`src/rtl/dmareg_pkg.sv`:
```
package dmareg_pkg;
  localparam int OFF_W      = 4;
  localparam logic [OFF_W-1:0] OFF_CMD    = 4'h8;
  localparam logic [OFF_W-1:0] OFF_MASK1  = 4'hA;
  localparam logic [OFF_W-1:0] OFF_MODE   = 4'hB;
  localparam logic [OFF_W-1:0] OFF_CLRPTR = 4'hC;
  localparam logic [OFF_W-1:0] OFF_MCLR   = 4'hD;
  localparam logic [OFF_W-1:0] OFF_UNMASK = 4'hE;
  localparam logic [OFF_W-1:0] OFF_MASKW  = 4'hF;
  localparam int MASK_BIT = 2;
endpackage

```
`src/rtl/dmareg_pair.sv`:
```
// One 16-bit register held as a base copy and a current copy.
module dmareg_pair #(
  parameter int DATA_W = 8,
  localparam int REG_W = 2 * DATA_W
) (
  input  logic              clk,
  input  logic              rst,
  input  logic [1:0]        byte_we,
  input  logic [DATA_W-1:0] wdata,
  input  logic              seq_we,
  input  logic [REG_W-1:0]  seq_val,
  output logic [REG_W-1:0]  base,
  output logic [REG_W-1:0]  cur
);
  always_ff @(posedge clk) begin
    if (rst) begin
      base <= '0;
      cur  <= '0;
    end else begin
      if (seq_we) cur <= seq_val;
      for (int b = 0; b < 2; b++) begin
        if (byte_we[b]) begin
          base[b*DATA_W +: DATA_W] <= wdata;
          cur[b*DATA_W +: DATA_W]  <= wdata;
        end
      end
    end
  end
endmodule

```
`src/rtl/dmareg_ctrl.sv`:
```
// Mask, mode, command, terminal-count flags and the shared byte toggle.
module dmareg_ctrl
  import dmareg_pkg::*;
#(
  parameter int NUM_CH = 4,
  parameter int DATA_W = 8,
  localparam int CH_W   = $clog2(NUM_CH),
  localparam int MODE_W = DATA_W - 2
) (
  input  logic                          clk,
  input  logic                          rst,
  input  logic                          wr,
  input  logic                          rd,
  input  logic [OFF_W-1:0]              addr,
  input  logic [DATA_W-1:0]             wdata,
  input  logic                          chan_acc,
  input  logic [NUM_CH-1:0]             tc_set,
  output logic [NUM_CH-1:0]             mask,
  output logic [NUM_CH-1:0][MODE_W-1:0] mode,
  output logic [DATA_W-1:0]             cmd,
  output logic [NUM_CH-1:0]             tc,
  output logic                          byte_hi
);
  logic mclr, stat_rd;
  logic [CH_W-1:0] wch;

  assign mclr    = wr && (addr == OFF_MCLR);
  assign stat_rd = rd && (addr == OFF_CMD);
  assign wch     = wdata[CH_W-1:0];

  always_ff @(posedge clk) begin
    if (rst) begin
      mask <= '1;
      mode <= '0;
      cmd  <= '0;
    end else if (wr) begin
      case (addr)
        OFF_CMD:    cmd <= wdata;
        OFF_MASK1:  mask[wch] <= wdata[MASK_BIT];
        OFF_MODE:   mode[wch] <= wdata[DATA_W-1:2];
        OFF_MCLR: begin
          mask <= '1;
          cmd  <= '0;
        end
        OFF_UNMASK: mask <= '0;
        OFF_MASKW:  mask <= wdata[NUM_CH-1:0];
        default: ;
      endcase
    end
  end

  always_ff @(posedge clk) begin
    if (rst) tc <= '0;
    else     tc <= ((mclr || stat_rd) ? '0 : tc) | tc_set;
  end

  always_ff @(posedge clk) begin
    if (rst)                                     byte_hi <= 1'b0;
    else if (mclr || (wr && addr == OFF_CLRPTR)) byte_hi <= 1'b0;
    else if (chan_acc)                           byte_hi <= ~byte_hi;
  end
endmodule

```
`src/rtl/dma_host_regs.sv`:
```
module dma_host_regs
  import dmareg_pkg::*;
#(
  parameter int NUM_CH = 4,
  parameter int DATA_W = 8,
  localparam int REG_W  = 2 * DATA_W,
  localparam int CH_W   = $clog2(NUM_CH),
  localparam int MODE_W = DATA_W - 2
) (
  input  logic                          clk,
  input  logic                          rst,
  input  logic [OFF_W-1:0]              io_addr,
  input  logic [DATA_W-1:0]             io_wdata,
  input  logic                          io_wr,
  input  logic                          io_rd,
  output logic [DATA_W-1:0]             io_rdata,
  input  logic                          seq_we,
  input  logic [CH_W-1:0]               seq_ch,
  input  logic [REG_W-1:0]              seq_addr,
  input  logic [REG_W-1:0]              seq_cnt,
  input  logic [NUM_CH-1:0]             tc_set,
  input  logic [NUM_CH-1:0]             req_pend,
  output logic [NUM_CH-1:0][REG_W-1:0]  base_addr,
  output logic [NUM_CH-1:0][REG_W-1:0]  base_cnt,
  output logic [NUM_CH-1:0][REG_W-1:0]  cur_addr,
  output logic [NUM_CH-1:0][REG_W-1:0]  cur_cnt,
  output logic [NUM_CH-1:0][MODE_W-1:0] ch_mode,
  output logic [NUM_CH-1:0]             ch_mask,
  output logic [DATA_W-1:0]             cmd_reg
);
  localparam int CHAN_SPAN = 2 * NUM_CH;

  logic              in_chan, chan_acc, byte_hi;
  logic [CH_W-1:0]   acc_ch;
  logic              acc_cnt;
  logic [NUM_CH-1:0] tc_q;
  logic [1:0]        lane_we;
  logic [REG_W-1:0]  rd_sel;

  assign in_chan  = (int'(io_addr) < CHAN_SPAN);
  assign chan_acc = (io_wr || io_rd) && in_chan;
  assign acc_ch   = io_addr[CH_W:1];
  assign acc_cnt  = io_addr[0];
  assign lane_we  = byte_hi ? 2'b10 : 2'b01;

  dmareg_ctrl #(.NUM_CH(NUM_CH), .DATA_W(DATA_W)) u_ctrl (
    .clk      (clk),
    .rst      (rst),
    .wr       (io_wr),
    .rd       (io_rd),
    .addr     (io_addr),
    .wdata    (io_wdata),
    .chan_acc (chan_acc),
    .tc_set   (tc_set),
    .mask     (ch_mask),
    .mode     (ch_mode),
    .cmd      (cmd_reg),
    .tc       (tc_q),
    .byte_hi  (byte_hi)
  );

  for (genvar g = 0; g < NUM_CH; g++) begin : g_ch
    logic hit, sq;
    assign hit = io_wr && in_chan && (acc_ch == CH_W'(g));
    assign sq  = seq_we && (seq_ch == CH_W'(g));

    dmareg_pair #(.DATA_W(DATA_W)) u_addr (
      .clk     (clk),
      .rst     (rst),
      .byte_we ((hit && !acc_cnt) ? lane_we : 2'b00),
      .wdata   (io_wdata),
      .seq_we  (sq),
      .seq_val (seq_addr),
      .base    (base_addr[g]),
      .cur     (cur_addr[g])
    );

    dmareg_pair #(.DATA_W(DATA_W)) u_cnt (
      .clk     (clk),
      .rst     (rst),
      .byte_we ((hit && acc_cnt) ? lane_we : 2'b00),
      .wdata   (io_wdata),
      .seq_we  (sq),
      .seq_val (seq_cnt),
      .base    (base_cnt[g]),
      .cur     (cur_cnt[g])
    );
  end

  assign rd_sel = acc_cnt ? cur_cnt[acc_ch] : cur_addr[acc_ch];

  always_ff @(posedge clk) begin
    if (rst || !io_rd)          io_rdata <= '0;
    else if (in_chan)           io_rdata <= byte_hi ? rd_sel[REG_W-1:DATA_W] : rd_sel[DATA_W-1:0];
    else if (io_addr == OFF_CMD) io_rdata <= DATA_W'({req_pend, tc_q});
    else                        io_rdata <= '0;
  end
endmodule

```
`config.mk`:
```
export PLATFORM = sky130hd
export DESIGN_NAME = dma_host_regs
export DESIGN_NICKNAME = d
export VERILOG_FILES = /design/src/rtl/dmareg_pkg.sv /design/src/rtl/dmareg_pair.sv /design/src/rtl/dmareg_ctrl.sv /design/src/rtl/dma_host_regs.sv
export SDC_FILE = /design/constraint.sdc
export NUM_CORES = 1
export LEC_CHECK = 0
export BUFFER_PORTS_ARGS = -buffer_cell sky130_fd_sc_hd__buf_2
export CORE_ASPECT_RATIO = 1.1
export CORE_MARGIN = 2
export CORE_UTILIZATION = 25
export CTS_BUF_LIST = sky130_fd_sc_hd__clkbuf_8
export DETAILED_ROUTE_END_ITERATION = 6
export PLACE_DENSITY = 0.51
export SYNTH_ARGS = -nofsm -noshare
export SYNTH_HDL_FRONTEND = slang
export SYNTH_HIERARCHICAL = 1
export SYNTH_SLANG_ARGS = --single-unit
```
`constraint.sdc`:
```
create_clock -name clk -period 3.5 [get_ports clk]
set_input_delay 0.525 -clock clk [delete_from_list [all_inputs] [get_ports clk]]
set_output_delay 0.525 -clock clk [all_outputs]
set_load 0.005 [all_outputs]
```
==> run metrics, run 1 <==
status=completed; Clock transition at path regs=0.06 ns; 1st-iter DRT viols=714; Post-Syn Area per Cell=10.3 um^2; First-pass DRT Iterations=5; Post-synth EDFFs=0; Root Buffer=clkbuf_8; Final HPWL DP=42.3 mm; share of cells above drive strength 1=0.298; Placer Congestion=0.842; Post-CTS Hold Buffers=0; sequential share of the synthesized area=0.438; initial antenna violation count=6; register area=6110 um^2; commonest non-fill, non-tap cell in the layout=buf_2; final slew viol count=0; Synth area leader=dfxtp_1; setup TNS=0 ns; Max-Slew Margin vs Limit=0.389; vias in the first global route=11.9k; post-synthesis async set-or-reset flop share=0; Final Hold Fails=0; first-pass GRT wire length=83.6 mm; CTS tree=done; clock buffer depth=3; Static Leak=7.27 nW; largest net degree at the start of global routing=149; die area=57600 um^2; Area contributors post-synth=dfxtp_1 (44%), mux2i_1 (22%), a211oi_1 (7.1%), nor2b_1 (6.0%), nor2_1 (4.6%); port bufs=358; Peak VDD IR=0.272 mV; setup repair after global routing missed its margin=no; Worst setup SP type=flip-flop; area grow syn2layout=25.6%; drt wl/cell=23.8 um; slowest cell delay on critical path=0.58 ns; Critical Path RT=4.08 ns; crit path kind=reg2reg; GRT Total Usage=0.198; top_reg_cell synth=dfxtp_1; hold crit path type=in2reg; worst path arrival time=2.79 ns; cell family with most CP delay=simple AND/OR/NAND/NOR gates; post-CTS sizing=0; cells after synthesis=1358; die height=252 um; WP buf/inv=2; FMAX=0.451 GHz; Setup Buffers After CTS=0; actual slew at the worst max-slew pin=0.916 ns; Initial Util=0.254; worst-path cell with the longest stage delay=or3b_2; H-tree Lvls=2; area share of the largest cell type after synthesis=0.438; CTS Buf Count=56; routed via count=11.9k; Yosys warning total=6; DIE WIDTH=229 um; area occupied by multi-input gates=7050 um^2; Routed Antenna Nets=0; IO Count=359; filler cell count=5846; Max FO, Critical Path=17; Hold Slack=0.113 ns; Residual DRC=0; Final Total Pwr=7.98 mW; post-synthesis cell type count=65; Clock Sinks=305; vias per cell=4.78; worst path cell trace=or3b_2 -> nand2b_1 -> nor2_2 -> buf_4 -> inv_1 -> a211oi_1; Final setup violation count=0; Synth Register Bits=305; Tcrit/Tclk final=0.633; min cycle time layout=2.21 ns; Post-Synthesis Cell Area=13900 um^2; final wirelength=59.2 mm; final setup skew=0.0532 ns; Crit. End Element=flip-flop; MaxCap Viol Count=0; PD cells=456 nW/um^2; row cnt=90; syn nets=1417; most frequent cells in the layout=buf_2 (356), mux2i_1 (310), dfxtp_1 (305); Core Footprint=55000 um^2; worst-skew pair later-pin latency=0.68 ns; grt total ovfl=0; Final nets=1771
## cells in the mapped netlist (all sizes together) (12+ instances only)
cell	instances
nor2	170
nor2b	135
nand2	16
nor3	16
dfxtp	305
nand3	14
inv	21
a21oi	15
mux2i	310
mux2	12
clkbuf	31
a211oi	131
buf	74
## layout make-up
| cell class | instances | share of cell area |
|---|---|---|
| Antenna cell | 3 | 0.000429 |
| Clock buffer | 72 | 0.0566 |
| Clock inverter | 25 | 0.00858 |
| Inverter | 21 | 0.00451 |
| Multi-Input combinational cell | 927 | 0.403 |
| Sequential cell | 305 | 0.349 |
| Tap cell | 736 | 0.0526 |
| Timing Repair Buffer | 401 | 0.125 |
## worst register-to-register path, cell delays in order (launching register included)
cell and delay [ns]:
dfxtp_1 0.39, or3b_2 0.58, nand2b_1 0.26, nor2_2 0.16, buf_4 0.27, inv_1 0.23, a211oi_1 0.27
## kinds of logic after synthesis
family                 after synthesis  synth area share
AO/OA/AOI/OAI                      216             0.118
multiplexers                       325             0.237
flip-flops                         305             0.438
AND/OR/NAND/NOR                    384             0.146
buffers and inverters              126            0.0600
XOR/XNOR                             2           0.00126
## metal layers
metal / wire length (um) / up-vias / track usage / part of all wire
met5: 49 / - / 0 / 0.00083
met4: 2620 / 8 / 0.0942 / 0.044
met3: 5380 / 137 / 0.0735 / 0.091
met2: 27100 / 471 / 0.315 / 0.46
met1: 24000 / 5698 / 0.236 / 0.41
li1: - / 5580 / - / -
## worst paths after layout
| path | startpoint | end | slack [ns] | cells past startpoint |
|---|---|---|---|---|
| max | u_ctrl/byte_hi | g_ch[1].u_addr/cur[4] | 1.29 | 6 |
| min | tc_set[0] | u_ctrl/tc[0] | 0.11 | 3 |
| max reg2reg | u_ctrl/byte_hi | g_ch[1].u_addr/cur[4] | 1.29 | 6 |
| min reg2reg | u_ctrl/cmd[2] | u_ctrl/cmd[2] | 0.47 | 1 |
## per-stage QoR
stage	cell area (um^2)	setup slack, ns	std cells	utilization
detailed placement	16300	0.853	2390	0.297
global placement	16300	0.938	2390	0.297
CTS	17500	1.33	2487	0.318
finish	17500	1.29	2490	0.318
floorplan	13900	1.37	1358	-
global route	17500	1.17	2489	0.318
## report_power, final
group / internal (mW) / leakage [nW] / total (mW) / switching, mW
Combinational: 0.288 / 4.16 / 0.811 / 0.523
Clock: 1.91 / 0.645 / 3.52 / 1.61
Sequential: 3.56 / 2.47 / 3.64 / 0.0799
Total: 5.76 / 7.27 / 7.98 / 2.22
(Power assumes the default switching activity.)
==> inputs of run 2 (changes only) <==
PLACE_DENSITY = 0.52   (was 0.51)
clock period = 1.8 ns   (was 3.5 ns; I/O delays follow)
==> run 2 against run 1 <==
The run now ends with setup timing left. Cell area up 9.5%. Final cell count up 5.6%. First-iteration DRC count up 18%. Global-route usage up 0.50 points. Die area unchanged. Clock-buffer cell count down 1. Clock power up 110%. Routed wire length up 2.3%. Clock skew down 0.022 ns. Worst hold slack worse by 0.065 ns. Maximum frequency up 23%. Via count up 4.4%.
==> run metrics, run 2 (synthesis gave the netlist of run 1 again) <==
commonest non-fill, non-tap cell in the layout=buf_2; worst path cell trace=buf_4 -> or4b_4 -> a21oi_1 -> o221ai_1 -> buf_4 -> nand3_1; Residual DRC=0 (unchanged); Core Footprint=55000 um^2 (unchanged); worst path arrival time=2.36 ns (-0.43 ns); Crit. End Element=flip-flop; status=finished with violations; port bufs=358 (unchanged); grt total ovfl=0 (unchanged); row cnt=90 (unchanged); PD cells=847 nW/um^2 (+86%); crit path kind=reg2reg; register share of total power=0.436 (-0.021); post-route cell area=19200 um^2 (+9.5%); CP dominant cell by count=buf_4; Peak VDD IR=0.515 mV (+89%); final setup skew=0.0310 ns (-0.0222 ns); Critical Path RT=2.35 ns (-1.73 ns); Root Buffer=clkbuf_8; Placer Congestion=0.879 (+4.4%); final wirelength=60.6 mm (+2.3%); FMAX=0.554 GHz (+23%); actual slew at the worst max-slew pin=0.753 ns (-0.164 ns); MaxCap Viol Count=0 (unchanged); initial antenna violation count=1 (-5); Final Total Pwr=16.2 mW (+100%); Max FO, Critical Path=6 (-11); CTS tree=done; Static Leak=8.10 nW (+11%); die area=57600 um^2 (unchanged); Routed Antenna Nets=0 (unchanged); largest net degree at the start of global routing=129 (-13%); Tcrit/Tclk final=1.00 (+0.371); cell family with most CP delay=simple AND/OR/NAND/NOR gates; GRT Total Usage=0.203 (+0.00497); H-tree Lvls=2 (unchanged); first-pass GRT wire length=86.6 mm (+3.5%); slowest cell delay on critical path=0.55 ns (-0.03 ns); min cycle time layout=1.81 ns (-0.408 ns); WP buf/inv=2 (unchanged); vias per cell=4.72 (-1.2%); area grow syn2layout=37.6%; hold crit path type=in2reg; Worst setup SP type=flip-flop; vias in the first global route=12.6k (+6.1%); CTS Buf Count=57 (+1.8%); filler cell count=5728 (-2.0%); Final nets=1909 (+7.8%); setup ws final=-0.00658 ns (-1.29 ns); final slew viol count=0 (unchanged); drt wl/cell=23.0 um (-3.1%); ANT cells=0 (-3); 1st-iter DRT viols=845 (+18%); worst-path cell with the longest stage delay=or4b_4; Initial Util=0.254 (unchanged); Pint=11.8 mW (+110%); IO Count=359 (unchanged); setup repair after global routing missed its margin=yes; Final setup violation count=1 (+1); Final Hold Fails=0 (unchanged); sw frac=0.272 (-0.00582); routed via count=12.4k (+4.4%); First-pass DRT Iterations=5 (unchanged); Max-Slew Margin vs Limit=0.498 (+0.109); die height=252 um (unchanged); Clock Sinks=305 (unchanged); NetSw=4.42 mW (+99%); Final HPWL DP=43.0 mm (+1.6%); DIE WIDTH=229 um (unchanged); Logic pwr share=0.115 (+0.013); Clock transition at path regs=0.06 ns (about the same); placed inst area=17400 um^2 (+6.4%); clock buffer depth=3 (unchanged); worst-skew pair later-pin latency=0.66 ns (-0.02 ns); clock power share=0.449 (+0.007); area occupied by multi-input gates=7170 um^2 (+1.6%); share of cells above drive strength 1=0.339 (+0.0408); register area=6110 um^2 (about the same); most frequent cells in the layout=buf_2 (356), mux2i_1 (310), dfxtp_1 (304); failing checks=setup timing
-- run 2: changes by cell type in the layout (fill, tap and decap cells not counted), sizes merged --
| cell | delta |
|---|---|
| clkinv | +1 |
| dlygate4sd3 | +39 |
| diode | -3 |
| buf | +98 |
| inv | +3 |
| clkbuf | -1 |
| bufinv | +3 |
-- run 2: what timing repair did --
action                                 in CTS  in global routing
gates resized for setup                     6                 22
hold buffers                               39                  0
endpoints found under the hold margin     127                  0
setup buffers                               0                  2
pin swaps                                   0                  2
setup endpoints to repair                  74                 43
-- run 2: worst register-to-register path, stage by stage, from the launching register on --
cell and delay, ns:
dfxtp_2 0.31, buf_4 0.16, or4b_4 0.55, a21oi_1 0.15
o221ai_1 0.22, buf_4 0.21, nand3_1 0.13
-- run 2: per-stage QoR --
stage | hold slack, ns | TNS, ns | utilization | worst slack (ns) | cells
2_1_floorplan | 0.343 | 0 | - | 0.00769 | 1358
3_3_place_gp | 0.454 | -21.48 | 0.317 | -0.274 | 2486
3_5_place_dp | 0.461 | -23.46 | 0.317 | -0.291 | 2486
4_1_cts | 0.00150 | 0 | 0.347 | 0.00250 | 2628
5_1_grt | 0.0269 | -0.0351 | 0.349 | -0.0123 | 2630
6_report | 0.0486 | -0.00658 | 0.349 | -0.00658 | 2630
-- run 2: layout make-up --
| class | count | area share |
|---|---|---|
| clock inverter | 32 | 0.0132 |
| timing repair buffer | 538 | 0.191 |
| sequential | 305 | 0.319 |
| clock buffer | 71 | 0.0510 |
| multi-input combinational | 927 | 0.374 |
| tap | 736 | 0.0480 |
| inverter | 21 | 0.00431 |
-- run 2: final timing paths --
path	startpoint	to	slack (ns)	cells past startpoint
hold reg to reg	u_ctrl/cmd[0]	u_ctrl/cmd[0]	0.47	1
setup reg to reg	u_ctrl/byte_hi	io_rdata[2]	-0.007	6
hold / removal	seq_cnt[12]	g_ch[3].u_cnt/cur[12]	0.05	3
setup / recovery	u_ctrl/byte_hi	io_rdata[2]	-0.007	6
-- run 2: power by group through the flow --
stage                     clock, mW  sequential (mW)  combinational, mW
after floorplan                   0             7.19              0.802
after global placement            0             7.22               1.76
after detailed placement          0             7.22               1.77
after CTS                      7.56             7.08               1.86
after global routing           7.84             7.10               1.98
final                          7.30             7.08               1.86
-- run 2: layer usage --
metal	global-route usage	wire length, um
met3	0.0686	4810
met4	0.0657	1690
met5	0	10
met2	0.339	28700
met1	0.245	25300
